<file path="src/rtl/mesh_pkg.sv">
package mesh_pkg;
  typedef enum logic [2:0] {
    DIR_N  = 3'd0,
    DIR_NE = 3'd1,
    DIR_E  = 3'd2,
    DIR_SE = 3'd3,
    DIR_S  = 3'd4,
    DIR_SW = 3'd5,
    DIR_W  = 3'd6,
    DIR_NW = 3'd7
  } dir_e;
endpackage

</file>
<file path="src/rtl/mesh_ctrl.sv">
module mesh_ctrl #(
  parameter int W = 8
) (
  input  logic             clk,
  input  logic             rst_n,
  input  logic             cmd_valid,
  input  logic [2:0]       cmd_dir,
  output logic             cmd_ready,
  output logic             shift,
  output logic             done,
  output mesh_pkg::dir_e   dir_q
);
  localparam int CW = (W > 1) ? $clog2(W) : 1;
  localparam logic [CW-1:0] LAST = CW'(W - 1);

  logic          busy;
  logic [CW-1:0] cnt;

  always_ff @(posedge clk) begin
    if (!rst_n) begin
      busy  <= 1'b0;
      cnt   <= '0;
      done  <= 1'b0;
      dir_q <= mesh_pkg::DIR_N;
    end else begin
      done <= 1'b0;
      if (!busy) begin
        if (cmd_valid) begin
          busy  <= 1'b1;
          cnt   <= '0;
          dir_q <= mesh_pkg::dir_e'(cmd_dir);
        end
      end else if (cnt == LAST) begin
        busy <= 1'b0;
        done <= 1'b1;
      end else begin
        cnt <= cnt + 1'b1;
      end
    end
  end

  assign cmd_ready = !busy;
  assign shift     = busy;

  // an accepted command starts a transfer on the next cycle
  a_r6_accept_starts: assert property (@(posedge clk) disable iff (!rst_n)
    cmd_valid && cmd_ready |=> !cmd_ready);
  // done is a single-cycle pulse
  a_r6_done_pulse: assert property (@(posedge clk) disable iff (!rst_n)
    done |=> !done);
  // done only ends a busy period
  a_r6_done_after_busy: assert property (@(posedge clk) disable iff (!rst_n)
    done |-> cmd_ready && !$past(cmd_ready));
  // latched direction steady inside a transfer
  a_r9_dir_held: assert property (@(posedge clk) disable iff (!rst_n)
    busy && (cnt != LAST) |=> $stable(dir_q));
endmodule

</file>
<file path="src/rtl/mesh_xnode.sv">
module mesh_xnode (
  input  mesh_pkg::dir_e dir,
  input  logic           in_nw,
  input  logic           in_ne,
  input  logic           in_sw,
  input  logic           in_se,
  output logic           out_nw,
  output logic           out_ne,
  output logic           out_sw,
  output logic           out_se
);
  always_comb begin
    out_nw = 1'b0;
    out_ne = 1'b0;
    out_sw = 1'b0;
    out_se = 1'b0;
    unique case (dir)
      mesh_pkg::DIR_NE: out_ne = in_sw;
      mesh_pkg::DIR_SW: out_sw = in_ne;
      mesh_pkg::DIR_SE: out_se = in_nw;
      mesh_pkg::DIR_NW: out_nw = in_se;
      default: ;
    endcase
  end

  // a crossing steers at most one corner at a time
  always_comb a_r5_one_path: assert ($onehot0({out_nw, out_ne, out_sw, out_se}));
endmodule

</file>
<file path="src/rtl/mesh_pe.sv">
module mesh_pe #(
  parameter int W = 8
) (
  input  logic         clk,
  input  logic         rst_n,
  input  logic         shift,
  input  logic         en,
  input  logic         load,
  input  logic [W-1:0] load_word,
  input  logic         rx,
  output logic         tx,
  output logic [W-1:0] q
);
  always_ff @(posedge clk) begin
    if (!rst_n)           q <= '0;
    else if (load)        q <= load_word;
    else if (shift && en) q <= {rx, q[W-1:1]};
  end

  assign tx = en & q[0];

  // a disabled element keeps its word while shifting
  a_r7_disabled_hold: assert property (@(posedge clk) disable iff (!rst_n)
    shift && !en && !load |=> $stable(q));
endmodule

</file>
<file path="src/rtl/mesh_fabric.sv">
module mesh_fabric #(
  parameter int ROWS = 4,
  parameter int COLS = 8,
  parameter int W    = 8
) (
  input  logic                     clk,
  input  logic                     rst_n,
  input  logic                     load,
  input  logic [ROWS*COLS*W-1:0]   load_data,
  input  logic [ROWS*COLS-1:0]     elem_en,
  input  logic                     cmd_valid,
  input  logic [2:0]               cmd_dir,
  output logic                     cmd_ready,
  output logic                     done,
  output logic [ROWS*COLS*W-1:0]   word_out
);
  localparam int N = ROWS * COLS;

  mesh_pkg::dir_e dir_q;
  logic           shift;
  logic           load_ok;
  logic [N-1:0]   tx, rx;
  logic [N-1:0]   xo_nw, xo_ne, xo_sw, xo_se;

  mesh_ctrl #(.W(W)) u_ctrl (
    .clk(clk), .rst_n(rst_n), .cmd_valid(cmd_valid), .cmd_dir(cmd_dir),
    .cmd_ready(cmd_ready), .shift(shift), .done(done), .dir_q(dir_q)
  );

  assign load_ok = load && cmd_ready;

  for (genvar r = 0; r < ROWS; r++) begin : g_row
    for (genvar c = 0; c < COLS; c++) begin : g_col
      localparam int RM = (r + ROWS - 1) % ROWS;
      localparam int RP = (r + 1) % ROWS;
      localparam int CM = (c + COLS - 1) % COLS;
      localparam int CP = (c + 1) % COLS;
      localparam int ID = r * COLS + c;

      // crossing node at the south-east corner of element (r,c)
      mesh_xnode u_x (
        .dir(dir_q),
        .in_nw(tx[ID]), .in_ne(tx[r*COLS+CP]),
        .in_sw(tx[RP*COLS+c]), .in_se(tx[RP*COLS+CP]),
        .out_nw(xo_nw[ID]), .out_ne(xo_ne[ID]),
        .out_sw(xo_sw[ID]), .out_se(xo_se[ID])
      );

      always_comb begin
        unique case (dir_q)
          mesh_pkg::DIR_N:  rx[ID] = tx[RP*COLS+c];
          mesh_pkg::DIR_E:  rx[ID] = tx[r*COLS+CM];
          mesh_pkg::DIR_S:  rx[ID] = tx[RM*COLS+c];
          mesh_pkg::DIR_W:  rx[ID] = tx[r*COLS+CP];
          mesh_pkg::DIR_NE: rx[ID] = xo_ne[r*COLS+CM];
          mesh_pkg::DIR_SW: rx[ID] = xo_sw[RM*COLS+c];
          mesh_pkg::DIR_SE: rx[ID] = xo_se[RM*COLS+CM];
          mesh_pkg::DIR_NW: rx[ID] = xo_nw[ID];
          default:          rx[ID] = 1'b0;
        endcase
      end

      mesh_pe #(.W(W)) u_pe (
        .clk(clk), .rst_n(rst_n), .shift(shift), .en(elem_en[ID]),
        .load(load_ok), .load_word(load_data[ID*W +: W]),
        .rx(rx[ID]), .tx(tx[ID]), .q(word_out[ID*W +: W])
      );
    end
  end

  // a load during a transfer leaves disabled elements untouched
  a_r2_load_blocked: assert property (@(posedge clk) disable iff (!rst_n)
    !cmd_ready && !done && (elem_en == '0) |=> $stable(word_out));
endmodule

</file>
<file path="config.mk">
export PLATFORM = sky130hd
export DESIGN_NAME = mesh_fabric
export DESIGN_NICKNAME = d
export VERILOG_FILES = /design/src/rtl/mesh_pkg.sv /design/src/rtl/mesh_ctrl.sv /design/src/rtl/mesh_xnode.sv /design/src/rtl/mesh_pe.sv /design/src/rtl/mesh_fabric.sv
export SDC_FILE = /design/constraint.sdc
export NUM_CORES = 1
export LEC_CHECK = 0
export BUFFER_PORTS_ARGS = -buffer_cell sky130_fd_sc_hd__buf_4
export CORE_AREA = 2 2 212 214
export CTS_CLUSTER_DIAMETER = 80
export DETAILED_ROUTE_END_ITERATION = 10
export DIE_AREA = 0 0 214 216
export SYNTH_ARGS = -nofsm -noshare
export SYNTH_HDL_FRONTEND = slang
export SYNTH_SLANG_ARGS = --single-unit
</file>
<file path="constraint.sdc">
create_clock -name clk -period 3.55 [get_ports clk]
set_clock_uncertainty 0.15 [all_clocks]
set_input_delay 0.71 -clock clk [delete_from_list [all_inputs] [get_ports clk]]
set_output_delay 0.71 -clock clk [all_outputs]
set_load 0.01 [all_outputs]
</file>
==> results.txt, run 1 <==
Antenna violations before repair - 0
Post-route cell area - 0.01913 mm²
Max Fclk - 419.2 MHz
CTS H-tree depth - 2
Worst Hold Class - in2reg
Static Leak - 8.210 nW
Crit path time final - 2385 ps
Final wirelength - 64610 µm
Power per cell area - 460.4 mW/mm²
Starting Density - 0.3098
Post-CTS Hold Buffers - 0
RSZ-0062 raised after global routing - no
Vias - 16140
EDFF count, synth - 0
Routed len/inst - 22.16 µm
Area growth syn-to-layout - 40.83%
Distinct cell type count of the synthesized netlist - 65
Final setup viols - 0
CP Max Fanout - 26
Top cells by area, synth - dfxtp_1 (39%), nand2_1 (16%), a311oi_1 (15%)
Area of the multi-input gates - 0.007561 mm²
Drt via density - 5.537
Final Cycle Share - 0.6719
Avg Inst Size Synth - 7.338 µm²
# diodes - 0
Io pins - 553
Synthesis Warnings - 0
Post-Synthesis Cells - 1851
Crit path arrival time - 2610 ps
Max-slew violations - 0
Filler cells - 4545
Largest net degree at the start of global routing - 85
Sequential area share after synthesis - 0.3891
Die span in y - 216 µm
Final hold vios - 0
Crit path max-delay family - compound AO/OA/AOI/OAI gates
IO buf count - 552
Ys async rst share - 0
DP Wirelength - 48720 µm
Startpoint Class - flip-flop
Largest stage delay on the critical path - 650 ps
GPL Wtd Cong - 0.9494
Die ar. - 0.04622 mm²
Slew HR - 0.4486
CTS root buf - clkbuf_16
Mapped Nets - 2148
Max-Cap Viols - 0
CTS sink cnt - 264
ANT nets after route - 0
DP Area - 0.01804 mm²
Slowest-stage cell, CP - dfxtp_2
Synth Flop Type - dfxtp_1
Setup TNS - 0 ps
Clock latency on the worst-skew pair - 540 ps
Cells along the critical path - nand2b_1 > nor2_1 > o31ai_1 > a221oi_1
Outcome - finished clean
Clock transition at the registers of the reported paths - 60 ps
CORE AREA - 0.04384 mm²
Inserted Clock Buffers - 34
Buf+Inv Stages, Crit Path - 0
Share of cells above drive strength 1 - 0.2794
Slew @ Worst Pin - 827.0 ps
First-pass GRT wire length - 96280 µm
Overall routing resource usage - 0.2663
Flip-flop and latch area - 0.005291 mm²
DR pass1 iterations - 7
Synthesized cell area - 0.01358 mm²
Maximum VDD drop - 242.1 µV
Grt total ovfl - 0
Die span in x - 214 µm
Post-cts resize count - 0
Final core utilization - 0.4363
DRC Markers - 0
Worst-case clock buffer depth - 3
FP Rows - 77
Initial drt markers - 1365
CTS tree - done
Type of the worst setup path - reg2reg
Yosys top cell area share - 0.3891
# Post-CTS Setup Buffers - 0
Synthesis-stage register bit count - 264
NumNets Final - 2598
Top cell type by total area after synthesis - dfxtp_1
Vias in the first global route - 15400
CP Capture Type - flip-flop
Required @ worst endpoint - 3770 ps
==> state kept, by name (all words and copies together) (netlist names) <==
signal	flops
u_ctrl.cnt	3
u_ctrl.done	1
g_row.g_col.u_pe.q	256
u_ctrl.shift	1
u_ctrl.dir_q	3
==> Yosys cell counts, types with 2 or more instances <==
master,number
nand2_1,563
nor2_1,272
dfxtp_1,264
a311oi_1,233
clkbuf_1,83
o21ai_0,61
nand3_1,57
buf_2,53
a21oi_1,29
o211ai_1,23
and3_1,17
buf_1,13
nand3b_1,13
o311a_1,13
a221oi_1,12
o21a_1,10
a31o_2,9
nor2b_1,9
nor3_1,8
a31oi_1,7
nand2b_1,7
buf_4,6
mux2i_1,6
a41oi_1,5
and3b_1,5
buf_6,5
o22a_1,5
o211a_1,4
o22ai_1,4
or3_1,4
a2111oi_0,3
a211oi_1,3
a22oi_1,3
inv_1,3
nand4_1,3
o221ai_1,3
a21boi_0,2
and2_1,2
ha_1,2
inv_2,2
==> worst min-delay path, stage by stage <==
cell     delay (ps)
buf_4            80
a21oi_1          50
nor2_1           70
==> through the flow <==
| stage | power (mW) | instances | hold WS, ps | worst slack [ps] |
|---|---|---|---|---|
| final | 8.807 | 2915 | 250.7 | 1165 |
| after detailed placement | 5.452 | 2857 | 339.5 | 1098 |
| after global routing | 9.200 | 2915 | 231.5 | 1049 |
| after CTS | 8.895 | 2915 | 219.9 | 1187 |
| after global placement | 5.421 | 2857 | 334.3 | 1180 |
| after floorplan | 4.416 | 1851 | 319.5 | 1574 |
==> cell usage in the layout, fill, tap and decap left out, types with 6 or more instances in the layout <==
cell / synthesis / layout
mux2i_1: 6 / 6
o21ai_0: 61 / 61
a31o_2: 9 / 9
and3_1: 17 / 17
a221oi_1: 12 / 12
nand3b_1: 13 / 13
o311a_1: 13 / 13
o21a_1: 10 / 10
clkbuf_16: 0 / 35
nand2_1: 563 / 563
nand2b_1: 7 / 6
a311oi_1: 233 / 233
a31oi_1: 7 / 7
o211ai_1: 23 / 23
clkbuf_8: 0 / 8
buf_4: 6 / 567
nand3_1: 57 / 57
a21oi_1: 29 / 29
nor2b_1: 9 / 8
buf_12: 0 / 8
nor3_1: 8 / 8
dfxtp_1: 264 / 261
nor2_1: 272 / 272
==> routing by layer <==
metal	global-route usage	share of wire	wire length, µm	vias up
met2	0.4453	0.47	30590	784
li1	-	-	-	7557
met1	0.3305	0.41	26190	7688
met5	0	0	0	-
met4	0.08811	0.031	2020	0
met3	0.07315	0.090	5804	110
==> final cells by class <==
| cell class | instances | area share |
|---|---|---|
| Multi-Input combinational cell | 1421 | 0.3953 |
| Clock buffer | 48 | 0.05253 |
| Timing Repair Buffer | 575 | 0.2309 |
| Tap cell | 592 | 0.03873 |
| Clock inverter | 10 | 0.004514 |
| Inverter | 5 | 0.001374 |
| Sequential cell | 264 | 0.2766 |
==> path summary, 6_finish.rpt <==
check,from,endpoint,slack (ps),depth (start not counted)
max,u_ctrl.dir_q[1],g_row[2].g_col[0].u_pe.q[7],1160,4
min,cmd_dir[1],u_ctrl.dir_q[1],250,3
max reg2reg,u_ctrl.dir_q[1],g_row[2].g_col[0].u_pe.q[7],1160,4
min reg2reg,g_row[1].g_col[5].u_pe.q[6],g_row[1].g_col[5].u_pe.q[6],350,2
==> power by group <==
part / total [mW] / internal [mW] / switching, mW / leakage [nW]
Clock: 3.41 / 2.04 / 1.37 / 0.533
Sequential: 3.54 / 3.22 / 0.317 / 2.18
Combinational: 1.86 / 0.853 / 1.01 / 5.50
==> logic make-up after synthesis <==
group,share of synthesized area
multiplexers,0.006080
AND/OR/NAND/NOR,0.2889
flip-flops,0.3891
buffers and inverters,0.05527
adder cells (fa/ha/maj),0.001842
AO/OA/AOI/OAI,0.2588
Power figures use the tool's default switching activity.
==> inputs of run 2 (changes only) <==
--- a/config.mk
+++ b/config.mk
@@ -6,10 +6,10 @@
 export NUM_CORES = 1
 export LEC_CHECK = 0
 export BUFFER_PORTS_ARGS = -buffer_cell sky130_fd_sc_hd__buf_4
-export CORE_AREA = 2 2 212 214
+export CORE_AREA = 2 2 214 216
 export CTS_CLUSTER_DIAMETER = 80
 export DETAILED_ROUTE_END_ITERATION = 10
-export DIE_AREA = 0 0 214 216
+export DIE_AREA = 0 0 216 218
 export SYNTH_ARGS = -nofsm -noshare
 export SYNTH_HDL_FRONTEND = slang
 export SYNTH_SLANG_ARGS = --single-unit
==> constraint.sdc (replaced) <==
create_clock -name clk -period 2.24 [get_ports clk]
set_clock_uncertainty 0.15 [all_clocks]
set_input_delay 0.448 -clock clk [delete_from_list [all_inputs] [get_ports clk]]
set_output_delay 0.448 -clock clk [all_outputs]
set_load 0.01 [all_outputs]
==> run 2 against run 1 <==
Global-route usage up 0.26 points. Routed wire length increased by 2.6%. Final area up 5.6%. Critical path depth did not move. Fmax rose by 15%. Total power increased by 63%. Sequential share of layout area fell by 1.5 points. Clock power is 63% higher. First-iteration DRC count grew 1.2%. Critical path type unchanged. Worst setup slack got worse by 1000 ps. Via count up 3.5%.
==> results.txt, run 2 (same netlist as run 1, synthesis figures left out) <==
Outcome - finished clean
ANT nets after route - 0
Vias - 16700
DP Wirelength - 50460 µm
Switch share - 0.3046
CTS tree - done
Most common cell after layout, fill and taps aside - buf_4
Crit path arrival time - 2380 ps
Clock group share of total power - 0.388
GPL Wtd Cong - 0.9715
Drt via density - 5.498
CTS sink cnt - 264
Filler cells - 4586
CTS root buf - clkbuf_16
Area growth syn-to-layout - 48.74%
First-pass GRT wire length - 98310 µm
NumNets Final - 2709
Die span in y - 218 µm
Vias in the first global route - 16030
CORE AREA - 0.04489 mm²
Final wirelength - 66310 µm
Internal - 9.988 mW
# Post-CTS Setup Buffers - 0
Max-slew violations - 0
Die span in x - 216 µm
Setup crit start - u_ctrl.dir_q[1]
IO buf count - 552
Routed len/inst - 21.83 µm
Hold wc startpoint - load_data[30]
Crit path time final - 2078 ps
Slowest-stage cell, CP - nor2_1
DRC Markers - 0
Largest regs - g_row.g_col.u_pe.q x256, u_ctrl.cnt x3, u_ctrl.dir_q x3
R2R setup slack - 160 ps
Antenna violations before repair - 2
Combinational Power Share - 0.224
Cells along the critical path - buf_12 > nor2_1 > o21ai_0 > a41oi_1
Final hold vios - 0
Slew HR - 0.4514
Largest stage delay on the critical path - 640 ps
Clock transition at the registers of the reported paths - 60 ps
Final setup viols - 0
Max Fclk - 481.3 MHz
Startpoint Class - flip-flop
Die ar. - 0.04709 mm²
Max reg flops - 256
Starting Density - 0.3025
Overall routing resource usage - 0.2690
RSZ-0062 raised after global routing - no
FP Rows - 78
Inserted Clock Buffers - 34
Static Leak - 8.764 nW
P_sw - 4.376 mW
Reg2reg start - u_ctrl.dir_q[1]
Power per cell area - 711.0 mW/mm²
Share of cells above drive strength 1 - 0.2989
Maximum VDD drop - 427.5 µV
Io pins - 553
Slew @ Worst Pin - 819.9 ps
Worst Hold Class - in2reg
Most flops, register - g_row.g_col.u_pe.q
CTS H-tree depth - 2
Seq pwr share - 0.388
Commonest cells after routing, fill and taps aside - buf_4 (636), nand2_1 (563), nor2_1 (272)
Final Cycle Share - 0.9275
Clock latency on the worst-skew pair - 540 ps
Largest net degree at the start of global routing - 60
Buf+Inv Stages, Crit Path - 1
Max-Cap Viols - 0
Crit path max-delay family - compound AO/OA/AOI/OAI gates
Required @ worst endpoint - 2540 ps
Setup TNS - 0 ps
Grt total ovfl - 0
CP Capture Type - flip-flop
CP Max Fanout - 44
Power, Total - 14.36 mW
Type of the worst setup path - reg2reg
DR pass1 iterations - 6
Worst-case clock buffer depth - 3
Initial drt markers - 1382
[run 2: cell count changes in the layout (fill, tap and decap cells not counted)]
| cell | change |
|---|---|
| buf_12 | +8 |
| buf_4 | +69 |
| clkbuf_1 | +1 |
| clkbuf_16 | +2 |
| clkbuf_8 | -1 |
| dfxtp_1 | -1 |
| dfxtp_2 | +1 |
| diode_2 | +2 |
| dlygate4sd3_1 | +34 |
[run 2: power groups by stage]
stage | Sequential [mW] | Combinational, mW | Clock [mW]
3_5_place_dp | 5.65 | 3.16 | 0
5_1_grt | 5.62 | 3.49 | 5.89
4_1_cts | 5.56 | 3.22 | 5.72
2_1_floorplan | 5.69 | 1.31 | 0
6_report | 5.57 | 3.22 | 5.57
3_3_place_gp | 5.65 | 3.13 | 0
[run 2: per-layer routing]
metal | vias up | wire length (µm) | global-route usage
li1 | 7794 | - | -
met1 | 7967 | 27260 | 0.3328
met2 | 795 | 31050 | 0.4499
met3 | 146 | 5492 | 0.06304
met4 | 0 | 2507 | 0.1098
met5 | - | 0 | 0
[run 2: final timing paths]
kind                            cells after the start                     endpoint
worst min register to register                      2  g_row[2].g_col[3].u_pe.q[6]
worst min-delay path                                3  g_row[0].g_col[3].u_pe.q[6]
worst max register to register                      4  g_row[0].g_col[6].u_pe.q[7]
worst max-delay path                                4  g_row[0].g_col[6].u_pe.q[7]
[run 2: area by class of cell]
cell class	instances	area (µm²)	area share
clock inverter	10	86.33	0.004273
tap	600	750.7	0.03716
clock buffer	50	1045	0.05172
sequential	264	5293	0.2620
timing repair buffer	686	5435	0.2690
inverter	5	26.28	0.001301
multi-input combinational	1421	7561	0.3743
antenna	2	5.005	0.0002477
[run 2: through the flow]
step | hold WS, ps | instance area (µm²) | cells | worst slack [ps] | utilization
global route | 22.18 | 20200 | 3037 | 186.6 | 0.4499
global placement | 330.9 | 18730 | 2942 | 223.1 | 0.4171
finish | 36.37 | 20200 | 3038 | 162.4 | 0.4500
CTS | 0.3926 | 20200 | 3036 | 255.8 | 0.4499
floorplan | 319.5 | 13580 | 1851 | 524.9 | -
detailed placement | 336.2 | 18730 | 2942 | 186.4 | 0.4171
[run 2: tightest hold or removal path: stages]
cell and delay (ps):
buf_4 110, nand2_1 50, a311oi_1 80
[run 2: what timing repair did]
item                       4_1_cts  5_1_grt
setup endpoints to repair        0        0
resized for setup                0        0
hold endpoints to repair        34        0
hold buffers                    34        0
